==> src/rtl/mxdram_pkg.sv <==
package mxdram_pkg;

  typedef enum logic [2:0] {
    ST_IDLE,
    ST_ROW,
    ST_COL,
    ST_PAGE,
    ST_PRE,
    ST_REF
  } seq_st_e;

  typedef enum logic [1:0] {
    AS_ROW,
    AS_COL,
    AS_REF
  } addr_sel_e;

endpackage

==> src/rtl/mxdram_refresh_timer.sv <==
module mxdram_refresh_timer #(
  parameter int INTERVAL = 1560,
  parameter int ROW_W    = 10
) (
  input  logic             clk,
  input  logic             rst,
  input  logic             take,
  input  logic             done,
  output logic             pend,
  output logic [ROW_W-1:0] ref_row
);

  localparam int TW = $clog2(INTERVAL + 1);

  logic [TW-1:0] tick_q;

  always_ff @(posedge clk) begin
    if (rst) begin
      tick_q  <= '0;
      pend    <= 1'b0;
      ref_row <= '0;
    end else begin
      if (tick_q == TW'(INTERVAL - 1)) begin
        tick_q <= '0;
        pend   <= 1'b1;
      end else begin
        tick_q <= tick_q + 1'b1;
        if (take) pend <= 1'b0;
      end
      if (done) ref_row <= ref_row + 1'b1;
    end
  end

  // refresh row steps by exactly one per completed refresh
  assert_ref_row_step_R8: assert property (@(posedge clk) disable iff (rst)
    done |=> (ref_row == ROW_W'($past(ref_row) + 1'b1)));

  // a pending request is never lost before it is taken
  assert_pend_hold_R8: assert property (@(posedge clk) disable iff (rst)
    (pend && !take) |=> pend);

endmodule

==> src/rtl/mxdram_addr_mux.sv <==
module mxdram_addr_mux
  import mxdram_pkg::*;
#(
  parameter int ROW_W = 10,
  parameter int COL_W = 10,
  parameter int PIN_W = 10
) (
  input  addr_sel_e        sel,
  input  logic [ROW_W-1:0] row,
  input  logic [COL_W-1:0] col,
  input  logic [ROW_W-1:0] ref_row,
  output logic [PIN_W-1:0] pin
);

  always_comb begin
    unique case (sel)
      AS_COL:  pin = PIN_W'(col);
      AS_REF:  pin = PIN_W'(ref_row);
      default: pin = PIN_W'(row);
    endcase
  end

endmodule

==> src/rtl/mxdram_seq.sv <==
module mxdram_seq
  import mxdram_pkg::*;
#(
  parameter int T_RCD  = 6,
  parameter int T_CAS  = 4,
  parameter int T_RP   = 10,
  parameter int T_RFSH = 8
) (
  input  logic    clk,
  input  logic    rst,
  input  logic    req,
  input  logic    same_row,
  input  logic    ref_pend,
  output seq_st_e st_nxt,
  output logic    accept,
  output logic    ref_take,
  output logic    ref_done,
  output logic    col_last
);

  localparam int TMAX_A = (T_RCD > T_CAS) ? T_RCD : T_CAS;
  localparam int TMAX_B = (T_RP > T_RFSH) ? T_RP : T_RFSH;
  localparam int TMAX   = (TMAX_A > TMAX_B) ? TMAX_A : TMAX_B;
  localparam int CNT_W  = $clog2(TMAX + 1);

  seq_st_e          st_q;
  logic [CNT_W-1:0] cnt_q;

  function automatic logic [CNT_W-1:0] dur(input seq_st_e s);
    case (s)
      ST_ROW:  dur = CNT_W'(T_RCD - 1);
      ST_COL:  dur = CNT_W'(T_CAS - 1);
      ST_PRE:  dur = CNT_W'(T_RP - 1);
      ST_REF:  dur = CNT_W'(T_RFSH - 1);
      default: dur = '0;
    endcase
  endfunction

  always_comb begin
    st_nxt   = st_q;
    accept   = 1'b0;
    ref_take = 1'b0;
    ref_done = 1'b0;
    col_last = 1'b0;
    unique case (st_q)
      ST_IDLE: begin
        if (ref_pend) begin
          st_nxt   = ST_REF;
          ref_take = 1'b1;
        end else if (req) begin
          st_nxt = ST_ROW;
          accept = 1'b1;
        end
      end
      ST_ROW: if (cnt_q == '0) st_nxt = ST_COL;
      ST_COL: begin
        if (cnt_q == '0) begin
          st_nxt   = ST_PAGE;
          col_last = 1'b1;
        end
      end
      ST_PAGE: begin
        if (req && same_row && !ref_pend) begin
          st_nxt = ST_COL;
          accept = 1'b1;
        end else begin
          st_nxt = ST_PRE;
        end
      end
      ST_PRE: if (cnt_q == '0) st_nxt = ST_IDLE;
      ST_REF: begin
        if (cnt_q == '0) begin
          st_nxt   = ST_PRE;
          ref_done = 1'b1;
        end
      end
      default: st_nxt = ST_IDLE;
    endcase
  end

  always_ff @(posedge clk) begin
    if (rst) begin
      st_q  <= ST_IDLE;
      cnt_q <= '0;
    end else begin
      st_q <= st_nxt;
      if (st_nxt != st_q) cnt_q <= dur(st_nxt);
      else if (cnt_q != '0) cnt_q <= cnt_q - 1'b1;
    end
  end

  // idle with a pending refresh always starts the refresh next
  assert_ref_first_idle_R9: assert property (@(posedge clk) disable iff (rst)
    (st_q == ST_IDLE && ref_pend) |=> (st_q == ST_REF));

  // an open row is closed, not reused, while a refresh waits
  assert_ref_first_page_R9: assert property (@(posedge clk) disable iff (rst)
    (st_q == ST_PAGE && ref_pend) |=> (st_q == ST_PRE));

endmodule

==> src/rtl/mxdram_ctrl.sv <==
module mxdram_ctrl
  import mxdram_pkg::*;
#(
  parameter int ROW_W        = 10,
  parameter int COL_W        = 10,
  parameter int DATA_W       = 16,
  parameter int T_RCD        = 6,
  parameter int T_CAS        = 4,
  parameter int T_RP         = 10,
  parameter int T_RFSH       = 8,
  parameter int REF_INTERVAL = 1560,
  localparam int LANES       = DATA_W / 8,
  localparam int AW          = ROW_W + COL_W,
  localparam int PIN_W       = (ROW_W > COL_W) ? ROW_W : COL_W
) (
  input  logic              clk,
  input  logic              rst,
  input  logic              cpu_req,
  input  logic              cpu_we,
  input  logic [LANES-1:0]  cpu_be,
  input  logic [AW-1:0]     cpu_addr,
  input  logic [DATA_W-1:0] cpu_wdata,
  output logic              cpu_ack,
  output logic [DATA_W-1:0] cpu_rdata,
  output logic [PIN_W-1:0]  dram_addr,
  output logic              dram_ras_n,
  output logic [LANES-1:0]  dram_cas_n,
  output logic              dram_we_n,
  output logic [DATA_W-1:0] dram_dq_o,
  output logic              dram_dq_oe,
  input  logic [DATA_W-1:0] dram_dq_i
);

  // latched request
  logic [ROW_W-1:0]  row_q;
  logic [COL_W-1:0]  col_q;
  logic              we_q;
  logic [LANES-1:0]  be_q;
  logic [DATA_W-1:0] wdata_q;

  // sequencer and timer links
  seq_st_e          st_nxt;
  logic             accept, ref_take, ref_done, col_last;
  logic             ref_pend;
  logic [ROW_W-1:0] ref_row;
  logic             same_row;

  // values effective from the next edge on
  logic [ROW_W-1:0]  row_v;
  logic [COL_W-1:0]  col_v;
  logic              we_v;
  logic [LANES-1:0]  be_v;
  logic [DATA_W-1:0] wdata_v;
  logic              col_nxt, ras_nxt;
  addr_sel_e         sel_nxt;
  logic [PIN_W-1:0]  pin_nxt;
  logic [DATA_W-1:0] lane_mask;

  assign same_row = (cpu_addr[AW-1:COL_W] == row_q);
  assign row_v    = accept ? cpu_addr[AW-1:COL_W] : row_q;
  assign col_v    = accept ? cpu_addr[COL_W-1:0]  : col_q;
  assign we_v     = accept ? cpu_we               : we_q;
  assign be_v     = accept ? cpu_be               : be_q;
  assign wdata_v  = accept ? cpu_wdata            : wdata_q;
  assign col_nxt  = (st_nxt == ST_COL);
  assign ras_nxt  = (st_nxt inside {ST_ROW, ST_COL, ST_PAGE, ST_REF});

  always_comb begin
    unique case (st_nxt)
      ST_COL, ST_PAGE: sel_nxt = AS_COL;
      ST_REF:          sel_nxt = AS_REF;
      default:         sel_nxt = AS_ROW;
    endcase
  end

  genvar gi;
  generate
    for (gi = 0; gi < LANES; gi++) begin : g_lane
      assign lane_mask[gi*8 +: 8] = {8{be_q[gi]}};
    end
  endgenerate

  mxdram_seq #(
    .T_RCD (T_RCD),
    .T_CAS (T_CAS),
    .T_RP  (T_RP),
    .T_RFSH(T_RFSH)
  ) seq_i (
    .clk     (clk),
    .rst     (rst),
    .req     (cpu_req),
    .same_row(same_row),
    .ref_pend(ref_pend),
    .st_nxt  (st_nxt),
    .accept  (accept),
    .ref_take(ref_take),
    .ref_done(ref_done),
    .col_last(col_last)
  );

  mxdram_refresh_timer #(
    .INTERVAL(REF_INTERVAL),
    .ROW_W   (ROW_W)
  ) tmr_i (
    .clk    (clk),
    .rst    (rst),
    .take   (ref_take),
    .done   (ref_done),
    .pend   (ref_pend),
    .ref_row(ref_row)
  );

  mxdram_addr_mux #(
    .ROW_W(ROW_W),
    .COL_W(COL_W),
    .PIN_W(PIN_W)
  ) amux_i (
    .sel    (sel_nxt),
    .row    (row_v),
    .col    (col_v),
    .ref_row(ref_row),
    .pin    (pin_nxt)
  );

  always_ff @(posedge clk) begin
    if (rst) begin
      row_q      <= '0;
      col_q      <= '0;
      we_q       <= 1'b0;
      be_q       <= '0;
      wdata_q    <= '0;
      dram_addr  <= '0;
      dram_ras_n <= 1'b1;
      dram_cas_n <= '1;
      dram_we_n  <= 1'b1;
      dram_dq_o  <= '0;
      dram_dq_oe <= 1'b0;
      cpu_ack    <= 1'b0;
      cpu_rdata  <= '0;
    end else begin
      if (accept) begin
        row_q   <= row_v;
        col_q   <= col_v;
        we_q    <= we_v;
        be_q    <= be_v;
        wdata_q <= wdata_v;
      end
      dram_addr  <= pin_nxt;
      dram_ras_n <= !ras_nxt;
      dram_cas_n <= ~(be_v & {LANES{col_nxt}});
      dram_we_n  <= !(col_nxt && we_v);
      dram_dq_oe <= col_nxt && we_v;
      dram_dq_o  <= wdata_v;
      cpu_ack    <= col_last;
      if (col_last) cpu_rdata <= dram_dq_i & lane_mask;
    end
  end

  // precharge window counter for the R7 check
  localparam int HI_W = $clog2(T_RP + 1) + 1;
  logic [HI_W-1:0] hi_cnt;

  always_ff @(posedge clk) begin
    if (rst) hi_cnt <= HI_W'(T_RP);
    else if (!dram_ras_n) hi_cnt <= '0;
    else if (hi_cnt < HI_W'(T_RP)) hi_cnt <= hi_cnt + 1'b1;
  end

  assert_precharge_R7: assert property (@(posedge clk) disable iff (rst)
    $fell(dram_ras_n) |-> (hi_cnt >= HI_W'(T_RP)));

  assert_cas_in_row_R2: assert property (@(posedge clk) disable iff (rst)
    !(&dram_cas_n) |-> !dram_ras_n);

  assert_lane_select_R3: assert property (@(posedge clk) disable iff (rst)
    ($past(&dram_cas_n) && !(&dram_cas_n)) |-> (~dram_cas_n == be_q));

  assert_ack_pulse_R5: assert property (@(posedge clk) disable iff (rst)
    cpu_ack |=> !cpu_ack);

  assert_open_row_addr_R6: assert property (@(posedge clk) disable iff (rst)
    (!dram_ras_n && $past(!dram_ras_n) && (&dram_cas_n) && $past(&dram_cas_n))
      |-> $stable(dram_addr));

  assert_drive_only_write_R4: assert property (@(posedge clk) disable iff (rst)
    dram_dq_oe |-> (!dram_we_n && !(&dram_cas_n)));

endmodule

==> config.mk <==
export PLATFORM = sky130hd
export DESIGN_NAME = mxdram_ctrl
export DESIGN_NICKNAME = d
export VERILOG_FILES = /design/src/rtl/mxdram_pkg.sv /design/src/rtl/mxdram_refresh_timer.sv /design/src/rtl/mxdram_addr_mux.sv /design/src/rtl/mxdram_seq.sv /design/src/rtl/mxdram_ctrl.sv
export SDC_FILE = /design/constraint.sdc
export NUM_CORES = 1
export LEC_CHECK = 0
export BUFFER_PORTS_ARGS = -buffer_cell sky130_fd_sc_hd__buf_4
export CORE_ASPECT_RATIO = 2
export CORE_MARGIN = 2
export CORE_UTILIZATION = 45
export CTS_CLUSTER_DIAMETER = 60
export DETAILED_ROUTE_END_ITERATION = 16
export PLACE_DENSITY = 0.72
export RECOVER_POWER = 100
export SLEW_MARGIN = 20
export SYNTH_ARGS = -nofsm -noshare
export SYNTH_HDL_FRONTEND = slang
export SYNTH_HIERARCHICAL = 1
export SYNTH_SLANG_ARGS = --single-unit
==> constraint.sdc <==
create_clock -name clk -period 3.5 [get_ports clk]
set_input_delay 0.35 -clock clk [delete_from_list [all_inputs] [get_ports clk]]
set_output_delay 0.35 -clock clk [all_outputs]
set_load 0.01 [all_outputs]
==> results of run 1 <==
## metrics by stage
stage	hold slack [ns]	setup WS (ns)	util	area [um^2]	std cells
global placement	0.4646	0.4166	0.5372	5807	734
global route	0.1767	0.1247	0.5694	6156	766
finish	0.1735	0.3147	0.5694	6156	766
detailed placement	0.4712	0.2400	0.5372	5807	734
floorplan	0.4189	0.9130	-	4976	513
CTS	0.1643	0.3778	0.5940	6421	766
## report_power, final
group	switching, mW	internal (mW)	leakage (nW)
logic	0.322	0.262	1.21
registers	0.0593	1.42	0.947
clock network	0.624	1.15	0.294
## state kept, by name, summed over array words and instances, names as in the netlist, 2 cells and up
register,cells
be_q,2
col_q,10
cpu_rdata,16
dram_addr,10
dram_cas_n,2
dram_dq_o,16
row_q,10
seq_i/cnt_q,4
seq_i/st_q,3
tmr_i/ref_row,10
tmr_i/tick_q,11
wdata_q,16
## kinds of logic (layout without fill, tap and decap cells)
kind of cell | Yosys count | after routing
xor+xnor | 17 | 17
flops | 116 | 116
fa+ha+maj | 6 | 6
mux | 41 | 41
buf+inv | 45 | 158
compound gates | 85 | 85
simple gates | 203 | 203
## cell type report
| type | count | share of cell area |
|---|---|---|
| clock buffers | 18 | 0.07134 |
| repair buffers | 112 | 0.1081 |
| flip-flops and latches | 116 | 0.3772 |
| clock inverters | 14 | 0.02846 |
| multi-input cells | 352 | 0.3778 |
| inverters | 14 | 0.008537 |
| well taps | 140 | 0.02846 |
## critical path, stage by stage, from the launching register on
cell and delay [ns]:
dfxtp_1 0.32, xnor2_1 0.17, nand4_1 0.17, nor4_1 0.55
nand3_1 0.16, o21ai_0 0.11, and4b_1 0.49, buf_12 0.23
buf_4 0.29, mux2i_1 0.14, nor4_1 0.39
## path summary, 6_finish.rpt
path	startpoint	to	slack, ns	depth (start not counted)
worst max-delay path	row_q[2]$_SDFFE_PP0P_	dram_dq_oe$_SDFF_PP0_	0.31	10
worst max register to register	row_q[2]$_SDFFE_PP0P_	dram_dq_oe$_SDFF_PP0_	0.31	10
worst min register to register	tmr_i/ref_row[9]$_SDFFE_PP0P_	tmr_i/ref_row[9]$_SDFFE_PP0P_	0.48	2
worst min-delay path	dram_dq_i[10]	cpu_rdata[10]$_SDFFE_PP0P_	0.17	3
## placed cells by master (no fill, tap or decap), types with 4 or more instances in the layout
master	Yosys	routed
nor3_1	8	8
a21oi_1	32	32
nand4_1	8	9
nand3_1	10	10
clkbuf_1	9	50
o31ai_1	4	4
o21ai_2	10	8
nor2_1	69	69
inv_1	13	13
mux2i_1	18	18
buf_4	4	61
nand2_1	19	19
nor2b_1	53	53
xnor2_1	10	10
mux2_1	12	21
or4_1	5	5
or3_1	4	4
ha_1	6	6
xor2_1	7	7
o21ai_0	13	16
inv_6	0	4
dfxtp_1	116	116
clkbuf_16	0	17
a22oi_1	1	8
## metal layers
| layer | wire, um | vias to the layer above | GRT usage | share of wire |
|---|---|---|---|---|
| met1 | 4395 | 1857 | 0.1985 | 0.38 |
| met3 | 523 | 33 | 0.05036 | 0.046 |
| met2 | 6206 | 136 | 0.3600 | 0.54 |
| met4 | 322 | 0 | 0.08271 | 0.028 |
| li1 | - | 1964 | - | - |
| met5 | 0 | - | 0 | 0 |
==> results.md, run 1 <==
- Result of the run: complete, no violations
- Io pins: around 110
- RSZ-0062 raised after global routing: false
- Synth top area cells: dfxtp_1 (47%), nor2b_1 (6.7%), nor2_1 (5.2%)
- Gate Count Post-Synth: 513
- Initial Util: 0.4603
- Total power: between 3 and 4 mW
- Clock sink total: 116
- Ys Warns: 6
- Drt first pass iters: 4
- CP arrival: ~3.4 ns
- Post-Synth Adder-Cell Area: 0.01509
- Pwr Density: 622.7 nW/um^2
- Post-Route WL: 11.45 mm
- Core ar.: 10810 um^2
- Hold Crit Class: in -> reg
- Most frequent cell after synthesis: dfxtp_1
- Die Ht: ~150 um
- Hold buffers post-CTS: 0
- Post-synth top area cell: dfxtp_1
- Post-Route Skew: 0.004521 ns
- Port Buf Inserts: 105
- Async set or reset register ratio after synthesis: 0
- Fillers: between 900 and 1000
- Via Count: between 3000 and 4000
- Final Hold Fails: 0
- Post-synth top area share: 0.4667
- Antenna Cells: 0
- Most frequent cells after synthesis: dfxtp_1 (116), nor2_1 (69), nor2b_1 (53), a21oi_1 (32), nand2_1 (19)
- Fin nets: 677
- Syn avg cell area: 9.700 um^2
- Max cap viols: 0
- Maximum clock path buffer count: 2
- Mux cell area share after synthesis: 0.08826
- Post-Syn Area: 4976 um^2
- Dpl hpwl: 7.955 mm
- XOR/XNOR Fraction of Synth Area: 0.02992
- Critical path required time: 3.74 ns
- GRT Util Overall: 0.1935
- CTS HTree Levels: 4
- Worst-path clk slew: 0.05 ns
- Drt drc: 0
- Setup bufs post-CTS: 0
- Setup violations, final: 0
- Highest clock rate: 0.3139 GHz
- Synth cell types: 59
- Area Overhead vs Synth: 23.71%
- Initial DRC Count: about 170
- P_leak: 2.452 nW
- CTS root buffer: clkbuf_16
- Crit start category: register
- Max-slew headroom: 0.4077
- Clk Latency, worst-skew pair: 0.40 ns
- Vias per cell: roughly 5.2
- Number of gates resized after CTS: 0
- Vias in the first global route: 3935
- CTS Buf Count: 17
- CP Max Fanout: 20
- Slew Viols, Final: 0
- Final period demand of the worst path: 3.185 ns
- GR Overflow Total: 0
- Least-Margin Pin Slew: 0.8885 ns
- Post-synth EDFFs: 0
- TNS Setup: 0 ns
- DR WL/cell: 14.94 um
- Synth Flop Type: dfxtp_1
- Layout cell share with drive strength beyond 1: 0.1869
- Initial antenna violation count: 0
- CTS tree: done
- Row count: 54
- Final Cycle Share: 0.9101
- Die X: approximately 78 um
- Routed Antenna Nets: 0
- First-pass GRT wire length: 18.31 mm
- Register Area: 2322 um^2
- CP Capture Type: register
- Routability congestion estimate: 0.7810
- Compound-gate portion of the synthesized area: 0.1220
- Area of the multi-input gates: 2326 um^2
- Simple-gate share of the synthesized area: 0.2276
- Post-synthesis sequential area ratio: 0.4667
- Pin count of the biggest net entering global routing: 66
- Synthesized flop and latch total: 116
- Worst Setup Path Type: reg -> reg
- Die area: approximately 12000 um^2
- Largest family of logic cells by synthesized area: simple AND/OR/NAND/NOR gates
- Syn_nets: 577
- Peak VDD IR: 0.4074 mV
(Power assumes the default switching activity.)
==> run 2: changes to the inputs <==
- CELL_PAD_IN_SITES_DETAIL_PLACEMENT: not set -> 0
- CELL_PAD_IN_SITES_GLOBAL_PLACEMENT: not set -> 1
- CORE_UTILIZATION: 45 -> 41
- GPL_TIMING_DRIVEN: not set -> 0
- PLACE_DENSITY: 0.72 -> 0.83
- SETUP_SLACK_MARGIN: not set -> 0.15
==> run 2 against run 1 <==
Compared with the run above:
- register-to-register slack better by 0.12 ns
- hold slack better by 0.0024 ns
- sequential power hardly changed
- clock power is 4% lower
- power is 1.2% lower
- core utilization is 4.8 points lower
- combinational power is 6.2% higher
- fmax is 3.8% higher
- via count is 1.3% higher
- critical endpoint is now dram_addr[7]$_SDFF_PP0_
==> results.md, run 2 (synthesis gave the netlist of run 1 again) <==
- Slew Viols, Final: 0 (unchanged)
- Die Ht: 159.8 um (was 152.7 um)
- Post-Route Skew: 0.008217 ns (was 0.004521 ns)
- Setup violations, final: 0 (unchanged)
- Total power: 3.786 mW (was 3.833 mW)
- Highest clock rate: 0.3259 GHz (was 0.3139 GHz)
- CTS HTree Levels: 4 (unchanged)
- Dpl hpwl: 8.235 mm (was 7.955 mm)
- Io pins: 106 (unchanged)
- Max-slew headroom: 0.4837 (was 0.4077)
- Max cap viols: 0 (unchanged)
- Die area: 13090 um^2 (was 11970 um^2)
- Peak VDD IR: 0.4357 mV (was 0.4074 mV)
- Via Count: 4042 (was 3990)
- Int Power: 2.828 mW (about the same)
- R2r setup slk: 0.43 ns (was 0.31 ns)
- Most frequent cells in the layout: dfxtp_1 (116), nor2_1 (69), clkbuf_1 (65), buf_4 (57), nor2b_1 (53) (was dfxtp_1 (116), nor2_1 (69), buf_4 (61), nor2b_1 (53), clkbuf_1 (50))
- Dpl cells: 765 (was 734)
- P_leak: 2.497 nW (was 2.452 nW)
- Maximum clock path buffer count: 2 (unchanged)
- Vias in the first global route: 4025 (was 3935)
- Worst Setup Path Type: reg -> reg (unchanged)
- Initial Util: 0.4153 (was 0.4603)
- Clock power frac: 0.450 (was 0.461)
- Worst reg2reg path endpoint: dram_addr[7]$_SDFF_PP0_ (was dram_dq_oe$_SDFF_PP0_)
- Register Area: 2322 um^2 (unchanged)
- Fin nets: 701 (was 677)
- Setup bufs post-CTS: 0 (unchanged)
- GRT Util Overall: 0.1858 (was 0.1935)
- Final Hold Fails: 0 (unchanged)
- DR WL/cell: 14.31 um (was 14.94 um)
- Reg power frac: 0.387 (was 0.386)
- Crit path to: dram_addr[7]$_SDFF_PP0_ (was dram_dq_oe$_SDFF_PP0_)
- Pin count of the biggest net entering global routing: 17 (was 66)
- Comb power frac: 0.164 (was 0.152)
- Least-Margin Pin Slew: 0.7728 ns (was 0.8885 ns)
- Routed Antenna Nets: 0 (unchanged)
- Hold Crit Class: in -> reg (unchanged)
- Worst Hold Depth: 3 (unchanged)
- Fillers: 1201 (was 979)
- CP Max Fanout: 12 (was 20)
- Top Registers: cpu_rdata x16, dram_dq_o x16, wdata_q x16 (unchanged)
- Post-Route WL: 11.38 mm (was 11.45 mm)
- Drt first pass iters: 4 (unchanged)
- Most common cell after layout, fill and taps aside: dfxtp_1 (unchanged)
- Clock sink total: 116 (unchanged)
- Core ar.: 11980 um^2 (was 10810 um^2)
- Routability congestion estimate: 0.7910 (was 0.7810)
- GR Overflow Total: 0 (unchanged)
- Result of the run: complete, no violations (unchanged)
- Critical path origin: seq_i/cnt_q[0]$_SDFFE_PP0P_ (was row_q[2]$_SDFFE_PP0P_)
- Vias per cell: 5.084 (was 5.209)
- First-pass GRT wire length: 19.00 mm (was 18.31 mm)
- Antenna Cells: 0 (unchanged)
- Initial DRC Count: 166 (was 171)
- Row count: 57 (was 54)
- Area Overhead vs Synth: 25.62% (was 23.71%)
- Crit start category: register (unchanged)
- P_sw: 958.4 uW (was 1.005 mW)
- Final Cycle Share: 0.8766 (was 0.9101)
- Hold buffers post-CTS: 0 (unchanged)
- Initial antenna violation count: 0 (unchanged)
- Filler-free cell count of the finished design: 795 (was 766)
- Reg2Reg Depth: 14 (was 10)
- Final period demand of the worst path: 3.068 ns (was 3.185 ns)
- Area of the multi-input gates: 2323 um^2 (was 2326 um^2)
- Drt drc: 0 (unchanged)
- TNS Setup: 0 ns (unchanged)
- CTS tree: done (unchanged)
- Pwr Density: 605.7 nW/um^2 (was 622.7 nW/um^2)
- Design Area, Final: 6251 um^2 (was 6156 um^2)
- Worst-path clk slew: 0.05 ns (about the same)
- Switching share of power: 0.2531 (was 0.2621)
- CTS Buf Count: 17 (unchanged)
- CP arrival: 3.34 ns (was 3.43 ns)
- Placed cell areas: 5948 um^2 (was 5807 um^2)
- Die X: 81.90 um (was 78.36 um)
- Layout cell share with drive strength beyond 1: 0.1898 (was 0.1869)
- Number of gates resized after CTS: 0 (unchanged)
- Clk Latency, worst-skew pair: 0.40 ns (about the same)
- CP Capture Type: register (unchanged)
- CTS root buffer: clkbuf_16 (unchanged)
- Port Buf Inserts: 105 (unchanged)
- Critical path required time: 3.77 ns (was 3.74 ns)
- Worst reg2reg startpoint: seq_i/cnt_q[0]$_SDFFE_PP0P_ (was row_q[2]$_SDFFE_PP0P_)
- RSZ-0062 raised after global routing: false (unchanged)
## run 2: area by class of cell
cell class,instances,share of cell area
multi-input cells,352,0.3717
flip-flops and latches,116,0.3715
repair buffers,105,0.09728
clock buffers,22,0.07906
well taps,147,0.02942
plain buffers,31,0.02662
clock inverters,8,0.01601
inverters,14,0.008407
## run 2: metal layers
layer	global-route usage	vias to the layer above	part of all wire
met5	0	-	0
met1	0.2340	1898	0.44
met4	0.06061	0	0.011
li1	-	2009	-
met2	0.3001	122	0.49
met3	0.05367	13	0.059
## run 2: worst max-delay path, cell delays in order (launching register included)
cell	delay (ns)
dfxtp_1	0.35
inv_1	0.09
ha_1	0.23
or3b_1	0.39
buf_6	0.15
nor3_4	0.38
or2_1	0.23
nand2b_1	0.09
nor2_1	0.14
inv_1	0.06
ha_1	0.19
buf_6	0.15
a22oi_1	0.28
o21ai_2	0.07
nor2b_1	0.15
## run 2: metrics by stage
step           hold slack [ns]  setup slack [ns]  utilization
2_1_floorplan           0.4189            0.9130            -
3_3_place_gp            0.4637            0.4370       0.4964
3_5_place_dp            0.4734            0.4377       0.4964
4_1_cts                 0.1613            0.4273       0.5461
5_1_grt                 0.1780            0.1077       0.5217
6_report                0.1759            0.4320       0.5217
## run 2: power by group through the flow
stage | Sequential [mW] | Combinational [mW] | Clock, mW
5_1_grt | 1.47 | 0.690 | 1.79
6_report | 1.46 | 0.620 | 1.70
3_5_place_dp | 1.49 | 0.681 | 0
3_3_place_gp | 1.49 | 0.675 | 0
2_1_floorplan | 1.50 | 0.451 | 0
4_1_cts | 1.47 | 0.687 | 1.74
## run 2: worst min-delay path by stage
stage | from | endpoint
finish | dram_dq_i[4] | cpu_rdata[4]$_SDFFE_PP0P_
global route | dram_dq_i[8] | cpu_rdata[8]$_SDFFE_PP0P_
CTS | dram_dq_i[12] | cpu_rdata[12]$_SDFFE_PP0P_
detailed placement | wdata_q[15]$_SDFFE_PP0P_ | dram_dq_o[15]$_SDFF_PP0_
global placement | tmr_i/tick_q[10]$_SDFF_PP0_ | tmr_i/tick_q[10]$_SDFF_PP0_
floorplan | rst | seq_i/cnt_q[1]$_SDFFE_PP0P_
==> run 3: changes to the inputs <==
- CORE_ASPECT_RATIO: 2 -> 1.5
==> run 3 against run 2 <==
Compared with the run above:
- clock power shrank 14%
- via count shrank 1.0%
- critical endpoint unchanged
- largest cell class is now sequential cells
- hold slack gained 0.00056 ns
- sequential cell count is the same
- sequential share of layout area grew 0.47 points
- core utilization shrank 0.27 points
- sequential power is essentially flat
- cell area shrank 1.2%
- wire length shrank 1.2%
- clock skew grew 0.0019 ns
- largest power group unchanged
==> results.md, run 3 (synthesis gave the netlist of run 1 again) <==
- Result of the run: complete, no violations (unchanged)
- Setup violations, final: 0 (unchanged)
- Fillers: 1151 (was 1201)
- GR Overflow Total: 0 (unchanged)
- Area of the multi-input gates: 2322 um^2 (was 2323 um^2)
- Slew Viols, Final: 0 (unchanged)
- RSZ-0062 raised after global routing: false (unchanged)
- Critical path origin: row_q[5]$_SDFFE_PP0P_ (was seq_i/cnt_q[0]$_SDFFE_PP0P_)
- Worst reg2reg path endpoint: dram_addr[7]$_SDFF_PP0_ (unchanged)
- Placed cell areas: 5956 um^2 (was 5948 um^2)
- DR WL/cell: 14.00 um (was 14.31 um)
- Grt met3 use: 0.04457 (was 0.05367)
- CP arrival: 3.55 ns (was 3.34 ns)
- Post-route core utilization: 0.5190 (was 0.5217)
- Highest clock rate: 0.3063 GHz (was 0.3259 GHz)
- Max cap viols: 0 (unchanged)
- Total power: 3.551 mW (was 3.786 mW)
- Die X: 93.95 um (was 81.90 um)
- R2r setup slk: 0.24 ns (was 0.43 ns)
- Critical path buffers and inverters: 1 (was 4)
- Worst Hold Depth: 3 (unchanged)
- Crit start category: register (unchanged)
- CP Max Fanout: 10 (was 12)
- Routed Antenna Nets: 0 (unchanged)
- Drt drc: 0 (unchanged)
- GRT Util Overall: 0.1737 (was 0.1858)
- Pwr Density: 575.3 nW/um^2 (was 605.7 nW/um^2)
- Peak VDD IR: 0.4005 mV (was 0.4357 mV)
- Critical path required time: 3.78 ns (was 3.77 ns)
- P_leak: 2.464 nW (was 2.497 nW)
- CTS tree: done (unchanged)
- CTS HTree Levels: 4 (unchanged)
- Busiest grt layer: met2 (unchanged)
- Hold buffers post-CTS: 0 (unchanged)
- Worst reg2reg startpoint: row_q[5]$_SDFFE_PP0P_ (was seq_i/cnt_q[0]$_SDFFE_PP0P_)
- Post-Route WL: 11.24 mm (was 11.38 mm)
- Register Area: 2322 um^2 (unchanged)
- Kind of cell adding the most delay to the critical path: simple AND/OR/NAND/NOR gates (unchanged)
- Clock sink total: 116 (unchanged)
- Vias per cell: 4.983 (was 5.084)
- Final period demand of the worst path: 3.265 ns (was 3.068 ns)
- Die area: 13050 um^2 (was 13090 um^2)
- Post-Route Skew: 0.01007 ns (was 0.008217 ns)
- Vias in the first global route: 3929 (was 4025)
- Cell depth of the worst setup path: 11 (was 14)
- Design Area, Final: 6173 um^2 (was 6251 um^2)
- Drt first pass iters: 4 (unchanged)
- Met2 usage: 0.2966 (was 0.3001)
- CTS root buffer: clkbuf_16 (unchanged)
- Most frequent cells in the layout: dfxtp_1 (116), clkbuf_1 (69), nor2_1 (69), buf_4 (57), nor2b_1 (53) (was dfxtp_1 (116), nor2_1 (69), clkbuf_1 (65), buf_4 (57), nor2b_1 (53))
- Io pins: 106 (unchanged)
- Dpl cells: 771 (was 765)
- Initial antenna violation count: 0 (unchanged)
- Final worst slack: 0.2352 ns (was 0.4320 ns)
- Cells along the critical path: xnor2_1, nand4_1, nor4_1, nand3_1, o21ai_0, and4b_1, clkbuf_1, mux2_1, a22oi_1, o21ai_2, nor2b_1 (was inv_1, ha_1, or3b_1, buf_6, nor3_4, or2_1, nand2b_1, nor2_1, inv_1, ha_1, buf_6, a22oi_1, o21ai_2, nor2b_1)
- Port Buf Inserts: 105 (unchanged)
- Filler-free cell count of the finished design: 803 (was 795)
- Hold Slack: 0.1765 ns (was 0.1759 ns)
- Final Hold Fails: 0 (unchanged)
- Initial Util: 0.4184 (was 0.4153)
- CTS Buf Count: 17 (unchanged)
- Dpl hpwl: 8.257 mm (was 8.235 mm)
- Pre-CTS WS: 0.1798 ns (was 0.4377 ns)
- M1 GR Usage: 0.1997 (was 0.2340)
- Hold EP: cpu_rdata[12]$_SDFFE_PP0P_ (was cpu_rdata[4]$_SDFFE_PP0P_)
- Pin count of the biggest net entering global routing: 17 (unchanged)
- Initial DRC Count: 190 (was 166)
- Least-Margin Pin Slew: 0.7633 ns (was 0.7728 ns)
- Top Registers: cpu_rdata x16, dram_dq_o x16, wdata_q x16 (unchanged)
- CP Capture Type: register (unchanged)
- Layout cell share with drive strength beyond 1: 0.1877 (was 0.1898)
- Via Count: 4001 (was 4042)
- Max-slew headroom: 0.4865 (was 0.4837)
- Fin nets: 701 (unchanged)
- Die Ht: 138.9 um (was 159.8 um)
- Antenna Cells: 0 (unchanged)
- Worst Setup Path Type: reg -> reg (unchanged)
- Hold Crit Start: dram_dq_i[12] (was dram_dq_i[4])
- Core ar.: 11890 um^2 (was 11980 um^2)
- Clk Latency, worst-skew pair: 0.40 ns (about the same)
- Most common cell after layout, fill and taps aside: dfxtp_1 (unchanged)
- Row count: 49 (was 57)
- Reg2Reg Depth: 11 (was 14)
- Routability congestion estimate: 0.8290 (was 0.7910)
- TNS Setup: 0 ns (unchanged)
- Area Overhead vs Synth: 24.06% (was 25.62%)
- Final Cycle Share: 0.9328 (was 0.8766)
- Worst-path clk slew: 0.05 ns (about the same)
- Critical path's slowest cell: nor4_1 (was or3b_1)
- Maximum clock path buffer count: 2 (unchanged)
- First-pass GRT wire length: 18.16 mm (was 19.00 mm)
- Hold Crit Class: in -> reg (unchanged)
- CP peak stage delay: 0.66 ns (was 0.39 ns)
==> run 3: cell count changes in the layout (fill, tap and decap cells not counted), moves of 2 or more <==
cell / previous run / this run
clkinvlp_4: 4 / 2
clkbuf_8: 5 / 0
clkbuf_1: 65 / 69
bufinv_16: 2 / 0
clkinv_2: 2 / 8
==> run 3: repair_timing <==
| item | 4_1_cts | 5_1_grt |
|---|---|---|
| resized for setup | 0 | 1 |
| setup buffers | 0 | 0 |
| setup endpoints to repair | 0 | 1 |
| hold endpoints to repair | 0 | 0 |
==> run 3: worst max-delay path by stage <==
stage	end	slack, ns
CTS	dram_addr[1]$_SDFF_PP0_	0.30
finish	dram_addr[7]$_SDFF_PP0_	0.24
global route	dram_addr[9]$_SDFF_PP0_	0.11
detailed placement	dram_addr[1]$_SDFF_PP0_	0.18
global placement	dram_addr[4]$_SDFF_PP0_	0.26
floorplan	dram_addr[2]$_SDFF_PP0_	0.91
==> run 3: cell type report <==
type                    count  share of cell area
clock inverters            11             0.01034
clock buffers              21             0.07134
plain buffers              31             0.02797
well taps                 153             0.03101
flip-flops and latches    116              0.3762
inverters                  14            0.008512
multi-input cells         352              0.3762
repair buffers            105             0.09850
==> run 3: worst min-delay path: cells and delay by family <==
kind | cells | cell delay [ns]
AO/OA/AOI/OAI | 1 | 0.05
AND/OR/NAND/NOR | 1 | 0.07
buffers and inverters | 1 | 0.08
==> run 3: routing by layer <==
metal,up-vias,share of wire
met5,-,0
met4,0,0.021
met3,13,0.051
met2,110,0.50
met1,1864,0.43
li1,2014,-
==> run 3: where the power goes <==
group          switching, mW  total [mW]  internal [mW]
Combinational          0.343       0.619          0.277
Clock                  0.578        1.47          0.891
Sequential            0.0410        1.46           1.42
